### config.mk
export PLATFORM = sky130hd
export DESIGN_NAME = dual_cmp_timer
export DESIGN_NICKNAME = d
export VERILOG_FILES = /design/src/rtl/tmr_pkg.sv /design/src/rtl/tmr_regs.sv /design/src/rtl/tmr_match.sv /design/src/rtl/tmr_out_ctl.sv /design/src/rtl/dual_cmp_timer.sv
export SDC_FILE = /design/constraint.sdc
export NUM_CORES = 1
export LEC_CHECK = 0
export BUFFER_PORTS_ARGS = -buffer_cell sky130_fd_sc_hd__clkbuf_2
export CAP_MARGIN = 40
export CORE_ASPECT_RATIO = 0.75
export CORE_UTILIZATION = 40
export CTS_BUF_LIST = sky130_fd_sc_hd__clkbuf_4
export CTS_CLUSTER_SIZE = 20
export DETAILED_ROUTE_END_ITERATION = 8
export PLACE_DENSITY_LB_ADDON = 0.25
export SYNTH_ARGS = -nofsm -noshare
export SYNTH_HDL_FRONTEND = slang
export SYNTH_SLANG_ARGS = --single-unit
### constraint.sdc
create_clock -name clk_i -period 1.5 [get_ports clk_i]
set_input_delay 0.225 -clock clk_i [delete_from_list [all_inputs] [get_ports clk_i]]
set_output_delay 0.225 -clock clk_i [all_outputs]
set_load 0.02 [all_outputs]
### src/rtl/tmr_pkg.sv
package tmr_pkg;
  typedef enum logic [1:0] {
    ACT_NONE = 2'b00,
    ACT_CLR  = 2'b01,
    ACT_SET  = 2'b10,
    ACT_TGL  = 2'b11
  } act_e;

  typedef struct packed {
    logic adc_en;
    act_e act_b;
    act_e act_a;
  } ctrl_t;

  localparam int unsigned CTRL_W = $bits(ctrl_t);
  localparam int unsigned NCH    = 2;
  localparam int unsigned ADDR_W = 2;
  localparam logic [ADDR_W-1:0] ADDR_CNT  = 2'd0;
  localparam logic [ADDR_W-1:0] ADDR_CMPA = 2'd1;
  localparam logic [ADDR_W-1:0] ADDR_CMPB = 2'd2;
  localparam logic [ADDR_W-1:0] ADDR_CTRL = 2'd3;
endpackage

### src/rtl/tmr_regs.sv
module tmr_regs
  import tmr_pkg::*;
#(
  parameter int unsigned CNT_W = 8
) (
  input  logic                       clk_i,
  input  logic                       rst_ni,
  input  logic                       wr_en_i,
  input  logic [ADDR_W-1:0]          addr_i,
  input  logic [CNT_W-1:0]           wdata_i,
  output logic [CNT_W-1:0]           rdata_o,
  input  logic                       cnt_en_i,
  output logic [CNT_W-1:0]           cnt_o,
  output logic [NCH-1:0][CNT_W-1:0]  cmp_o,
  output ctrl_t                      ctrl_o
);
  localparam logic [CNT_W-1:0] CMP_RST = '1;

  logic [CNT_W-1:0] cnt_q;
  logic [NCH-1:0][CNT_W-1:0] cmp_q;
  ctrl_t ctrl_q;
  logic wr_cnt, wr_ctrl;
  logic [NCH-1:0] wr_cmp;
  logic chk_live_q;
  logic ctrl_unused;

  assign ctrl_unused = ^wdata_i[CNT_W-1:CTRL_W];

  assign wr_cnt  = wr_en_i && (addr_i == ADDR_CNT);
  assign wr_ctrl = wr_en_i && (addr_i == ADDR_CTRL);
  assign wr_cmp[0] = wr_en_i && (addr_i == ADDR_CMPA);
  assign wr_cmp[1] = wr_en_i && (addr_i == ADDR_CMPB);

  always_ff @(posedge clk_i or negedge rst_ni) begin
    if (!rst_ni)       cnt_q <= '0;
    else if (wr_cnt)   cnt_q <= wdata_i;
    else if (cnt_en_i) cnt_q <= cnt_q + 1'b1;
  end

  for (genvar g = 0; g < NCH; g++) begin : g_cmp
    always_ff @(posedge clk_i or negedge rst_ni) begin
      if (!rst_ni)        cmp_q[g] <= CMP_RST;
      else if (wr_cmp[g]) cmp_q[g] <= wdata_i;
    end
  end

  always_ff @(posedge clk_i or negedge rst_ni) begin
    if (!rst_ni)      ctrl_q <= '0;
    else if (wr_ctrl) ctrl_q <= ctrl_t'(wdata_i[CTRL_W-1:0]);
  end

  always_comb begin
    unique case (addr_i)
      ADDR_CNT:  rdata_o = cnt_q;
      ADDR_CMPA: rdata_o = cmp_q[0];
      ADDR_CMPB: rdata_o = cmp_q[1];
      default:   rdata_o = CNT_W'(ctrl_q);
    endcase
  end

  assign cnt_o  = cnt_q;
  assign cmp_o  = cmp_q;
  assign ctrl_o = ctrl_q;

  always_ff @(posedge clk_i or negedge rst_ni) begin
    if (!rst_ni) chk_live_q <= 1'b0;
    else         chk_live_q <= 1'b1;
  end


  cnt_inc_chk: assert property (@(posedge clk_i) disable iff (!rst_ni)
    chk_live_q && $past(cnt_en_i && !wr_cnt) |-> cnt_q == CNT_W'($past(cnt_q) + 1'b1));

  cnt_hold_chk: assert property (@(posedge clk_i) disable iff (!rst_ni)
    chk_live_q && $past(!cnt_en_i && !wr_cnt) |-> $stable(cnt_q));

  cnt_wr_chk: assert property (@(posedge clk_i) disable iff (!rst_ni)
    chk_live_q && $past(wr_cnt) |-> cnt_q == $past(wdata_i));
endmodule

### src/rtl/tmr_match.sv
module tmr_match
  import tmr_pkg::*;
#(
  parameter int unsigned CNT_W = 8
) (
  input  logic [CNT_W-1:0]          cnt_i,
  input  logic                      cnt_en_i,
  input  logic [NCH-1:0][CNT_W-1:0] cmp_i,
  output logic [NCH-1:0]            match_o
);
  for (genvar g = 0; g < NCH; g++) begin : g_cmp
    assign match_o[g] = cnt_en_i && (cnt_i == cmp_i[g]);
  end
endmodule

### src/rtl/tmr_out_ctl.sv
module tmr_out_ctl
  import tmr_pkg::*;
(
  input  logic           clk_i,
  input  logic           rst_ni,
  input  logic [NCH-1:0] match_i,
  input  ctrl_t          ctrl_i,
  output logic           tmr_o,
  output logic           tmr_oe_o,
  output logic           adc_trig_o
);
  act_e act [NCH];
  logic any_tgl, any_set, any_clr;
  logic level_q, level_d;
  logic adc_q;
  logic chk_live_q;

  assign act[0] = ctrl_i.act_a;
  assign act[1] = ctrl_i.act_b;

  always_comb begin
    any_tgl = 1'b0;
    any_set = 1'b0;
    any_clr = 1'b0;
    for (int i = 0; i < NCH; i++) begin
      if (match_i[i]) begin
        any_tgl = any_tgl | (act[i] == ACT_TGL);
        any_set = any_set | (act[i] == ACT_SET);
        any_clr = any_clr | (act[i] == ACT_CLR);
      end
    end
  end

  // invert > drive 1 > drive 0
  always_comb begin
    if (any_tgl)      level_d = ~level_q;
    else if (any_set) level_d = 1'b1;
    else if (any_clr) level_d = 1'b0;
    else              level_d = level_q;
  end

  always_ff @(posedge clk_i or negedge rst_ni) begin
    if (!rst_ni) begin
      level_q <= 1'b0;
      adc_q   <= 1'b0;
    end else begin
      level_q <= level_d;
      adc_q   <= match_i[0] && ctrl_i.adc_en;
    end
  end

  assign tmr_oe_o   = (ctrl_i.act_a != ACT_NONE) || (ctrl_i.act_b != ACT_NONE);
  assign tmr_o      = tmr_oe_o && level_q;
  assign adc_trig_o = adc_q;

  always_ff @(posedge clk_i or negedge rst_ni) begin
    if (!rst_ni) chk_live_q <= 1'b0;
    else         chk_live_q <= 1'b1;
  end


  level_hold_chk: assert property (@(posedge clk_i) disable iff (!rst_ni)
    chk_live_q && $past(match_i == '0) |-> $stable(level_q));

  tgl_prio_chk: assert property (@(posedge clk_i) disable iff (!rst_ni)
    chk_live_q && $past((match_i[0] && ctrl_i.act_a == ACT_TGL) ||
                        (match_i[1] && ctrl_i.act_b == ACT_TGL))
    |-> level_q != $past(level_q));

  adc_gate_chk: assert property (@(posedge clk_i) disable iff (!rst_ni)
    chk_live_q && adc_trig_o |-> $past(ctrl_i.adc_en && match_i[0]));

  out_dis_chk: assert property (@(posedge clk_i) disable iff (!rst_ni)
    (ctrl_i.act_a == ACT_NONE && ctrl_i.act_b == ACT_NONE) |-> !tmr_o && !tmr_oe_o);
endmodule

### src/rtl/dual_cmp_timer.sv
module dual_cmp_timer
  import tmr_pkg::*;
#(
  parameter int unsigned CNT_W = 8
) (
  input  logic              clk_i,
  input  logic              rst_ni,
  input  logic              wr_en_i,
  input  logic [1:0]        addr_i,
  input  logic [CNT_W-1:0]  wdata_i,
  output logic [CNT_W-1:0]  rdata_o,
  input  logic              cnt_en_i,
  output logic              tmr_o,
  output logic              tmr_oe_o,
  output logic              adc_trig_o
);
  logic [CNT_W-1:0]          cnt;
  logic [NCH-1:0][CNT_W-1:0] cmp;
  ctrl_t                     ctrl;
  logic [NCH-1:0]            match;

  tmr_regs #(.CNT_W(CNT_W)) regs_i (
    .clk_i    (clk_i),
    .rst_ni   (rst_ni),
    .wr_en_i  (wr_en_i),
    .addr_i   (addr_i),
    .wdata_i  (wdata_i),
    .rdata_o  (rdata_o),
    .cnt_en_i (cnt_en_i),
    .cnt_o    (cnt),
    .cmp_o    (cmp),
    .ctrl_o   (ctrl)
  );

  tmr_match #(.CNT_W(CNT_W)) match_i (
    .cnt_i    (cnt),
    .cnt_en_i (cnt_en_i),
    .cmp_i    (cmp),
    .match_o  (match)
  );

  tmr_out_ctl out_i (
    .clk_i      (clk_i),
    .rst_ni     (rst_ni),
    .match_i    (match),
    .ctrl_i     (ctrl),
    .tmr_o      (tmr_o),
    .tmr_oe_o   (tmr_oe_o),
    .adc_trig_o (adc_trig_o)
  );
endmodule

==> metrics.md <==
| Metric | Value |
|---|---|
| Router iterations before antenna repair | `4` |
| RSZ-0062 raised after global routing | `true` |
| # rows | `20` |
| Starting density of the core | `43.11%` |
| Setup WS post-layout | `-0.2494 ns` |
| Routed wire per std cell | `between 15 and 20 um` |
| Tightest Hold Check Type | `input port to flip-flop` |
| Final Hold Violating Endpoints | `0` |
| Total Wirelength | `between 4 and 5 mm` |
| Iter 0 DRT Violations | `58` |
| FF-to-FF setup slack | `-0.13 ns` |
| H-tree depth | `2` |
| Yosys cell types | `33` |
| Clock-pin slew on the worst setup and hold paths | `roughly 0.090 ns` |
| Global-route wire length before repair | `between 6 and 7 mm` |
| Fmax | `approximately 570 MHz` |
| Number of I/O port buffers | `24` |
| DP HPWL | `between 3 and 4 mm` |
| WHS Endpoint | `regs_i.cnt_o[6]` |
| Failing checks | `negative setup slack` |
| Worst hold start | `wdata_i[6]` |
| I/O pin total | `25` |
| RePlAce Congestion | `0.8293` |
| Setup Crit Path Kind | `flip-flop to primary output` |
| Cell family with most CP delay | `simple AND/OR/NAND/NOR gates` |
| Synthesized instance count | `151` |
| Core outline area | `between 4000 and 5000 um2` |
| Critical path arrival | `approximately 1.5 ns` |
| Vias | `roughly 1,400` |
| GRT Resource Usage Total | `19.90%` |
| Layout area overhead | `34.31%` |
| Commonest cells after routing, fill and taps aside | `buf_4 (26), mux2_2 (22), nand2_1 (17)` |
| Number of global-route vias before repair | `about 1,400` |
| CTS tree | `built` |
| Chip Width | `just under 80 um` |
| Antenna violations before repair | `0` |
| Peak VDD IR | `722.5 uV` |
| CTS Buf Count | `5` |
| Ys Warns | `0` |
| Synthesized area per cell | `about 12 um2` |
| Leakage power | `around 1 nW` |
| DIE HEIGHT | `60.12 um` |
| Post-DRT Antenna Nets | `0` |
| CP Cell Sequence | `or4_4, and2_4, buf_8` |
| Syn Std Cell Area | `1802 um2` |
| FF-to-FF path depth | `7` |
| Endpoint class of the critical path | `primary output` |
| Seq/Total Area, Yosys | `44.17%` |
| Worst Clk Skew | `0.01162 ns` |
| FF+latch count, synth | `31` |
| Syn_nets | `roughly 170` |
| Clock buffer depth | `2` |
| Startpoint types | `flip-flop` |
| Post-route cell area | `around 2400 um2` |
| Die ar. | `between 4000 and 5000 um2` |
| Worst-path maximum fanout | `2` |
| Crit path largest cell delay | `~0.53 ns` |
| WP buf/inv | `1` |
| Commonest non-fill, non-tap cell in the layout | `buf_4` |
| Worst r2r src | `regs_i.cnt_o[1]` |
| R2r endpoint | `out_i.level_q` |
| Final setup viols | `11` |
| Crit share post-route | `116.6%` |
| Hold depth | `3` |
| Worst slew margin | `approximately 70%` |
| Final slew viol count | `0` |
| Grt total ovfl | `0` |
| Max cap viols | `0` |
| Pre-CTS setup slack | `-0.06377 ns` |
| Placed Area | `~2100 um2` |
| Worst skew pair latency | `approximately 0.34 ns` |
| Final std cells w/o fill | `between 200 and 300` |
| Slew @ Worst Pin | `0.4496 ns` |
| Clock net sink count | `31` |
| Ratio of cells with drive above 1 in the final layout | `between 60% and 70%` |
| Cell Pwr Density | `1517 nW/um2` |
| Drt drc | `0` |
| Pin count of the biggest net entering global routing | `18` |
| Dpl cells | `approximately 240` |
| CTS root buffer | `clkbuf_4` |
| NumNets Final | `between 200 and 250` |
| Ant diodes | `0` |
| Hold_ws | `between 0.1 and 0.15 ns` |
| Fillers | `333` |
| Power Total | `approximately 3.7 mW` |
| CP required | `1.27 ns` |
| Vias per cell | `between 5 and 6` |
| Final min period | `approximately 1.7 ns` |
| Status | `finished, violations left` |
| Slowest CP cell | `or4_4` |
[tightest hold or removal path, stage by stage]
cell	delay (ns)
clkbuf_2	0.10
nand2_1	0.05
o21ai_1	0.06
[registers in the layout, summed over array words and instances, names as in the netlist]
signal and cells:
out_i.adc_trig_o 1, regs_i.cmp_o 16, regs_i.cnt_o 8, regs_i.ctrl_o 5
out_i.level_q 1
[timing repair]
item,4_1_cts,5_1_grt
hold endpoints to repair,8,0
hold buffers,1,0
gates resized for setup,21,41
endpoints found under the setup margin,11,15
setup buffers,6,8
pin swaps,2,19
[metrics by stage]
stage | util (%) | setup TNS, ns
2_1_floorplan | - | 0
3_3_place_gp | 49.76 | -0.003655
3_5_place_dp | 49.76 | -0.06377
4_1_cts | 53.41 | -1.420
5_1_grt | 57.90 | -2.105
6_report | 57.90 | -1.513
[cell usage after synthesis]
cell / instances / area share [%]
o21ai_0: 9 / 2.5
buf_4: 1 / 0.42
clkbuf_1: 2 / 0.42
nor3b_2: 1 / 0.69
nor2b_1: 1 / 0.35
mux4_2: 4 / 5.0
and3_2: 1 / 0.42
nand2_1: 18 / 3.7
nor3_2: 1 / 0.56
xor2_1: 5 / 2.4
nor2_1: 3 / 0.62
nand3b_1: 2 / 0.83
nand4_1: 6 / 2.1
xnor2_1: 15 / 7.3
buf_2: 5 / 1.4
ha_1: 1 / 0.69
dfstp_2: 16 / 23
o22ai_1: 1 / 0.35
a21oi_1: 1 / 0.28
xnor2_2: 2 / 1.8
nand3_1: 5 / 1.4
o31ai_1: 1 / 0.42
o21ai_1: 1 / 0.28
or4_1: 1 / 0.42
and2_1: 1 / 0.35
dfrtp_1: 15 / 21
xnor2_4: 1 / 1.5
mux2i_1: 4 / 2.2
and2_2: 1 / 0.42
mux4_1: 1 / 1.5
buf_6: 2 / 1.2
mux2_2: 22 / 14
and3b_1: 1 / 0.49
[logic make-up (layout without fill, tap and decap cells)]
kind of cell | after synthesis | after routing | synth area share, %
adder cells (fa/ha/maj) | 1 | 1 | 0.6943
AO/OA/AOI/OAI | 13 | 13 | 3.819
multiplexers | 31 | 31 | 22.43
AND/OR/NAND/NOR | 42 | 42 | 12.36
flip-flops | 31 | 31 | 44.17
XOR/XNOR | 23 | 23 | 13.06
buffers and inverters | 10 | 62 | 3.472
[worst max path at each step]
stage	slack, ns	from	end	cells past startpoint
after floorplan	0.06	regs_i.ctrl_o[2]	tmr_o	2
after global placement	-0.004	regs_i.cmp_o[7]	out_i.level_q	6
after detailed placement	-0.06	regs_i.cmp_o[7]	out_i.level_q	6
after CTS	-0.26	regs_i.ctrl_o[2]	tmr_o	3
after global routing	-0.28	regs_i.ctrl_o[3]	tmr_o	3
final	-0.25	regs_i.ctrl_o[2]	tmr_o	3
[power breakdown]
group | switching (mW) | leakage (nW) | internal (mW)
combinational | 0.752 | 0.637 | 1.07
sequential | 0.279 | 0.346 | 1.12
clock | 0.287 | 0.0285 | 0.166
[per-layer routing]
layer	routed length, um	vias up	track usage [%]
li1	-	638	-
met1	2056	702	27.28
met2	2202	46	30.89
met3	254	8	5.802
met4	62	0	5.195
met5	0	-	0
[final cells by class]
| type | instances | area [um2] | area share, % |
|---|---|---|---|
| multi-input combinational | 110 | 1056 | 43.64 |
| timing repair buffer | 55 | 446.7 | 18.46 |
| tap | 55 | 68.82 | 2.844 |
| sequential | 31 | 802.0 | 33.14 |
| clock buffer | 5 | 37.54 | 1.551 |
| clock inverter | 2 | 8.758 | 0.3619 |
Note: power is estimated with default switching activity, not from simulation.
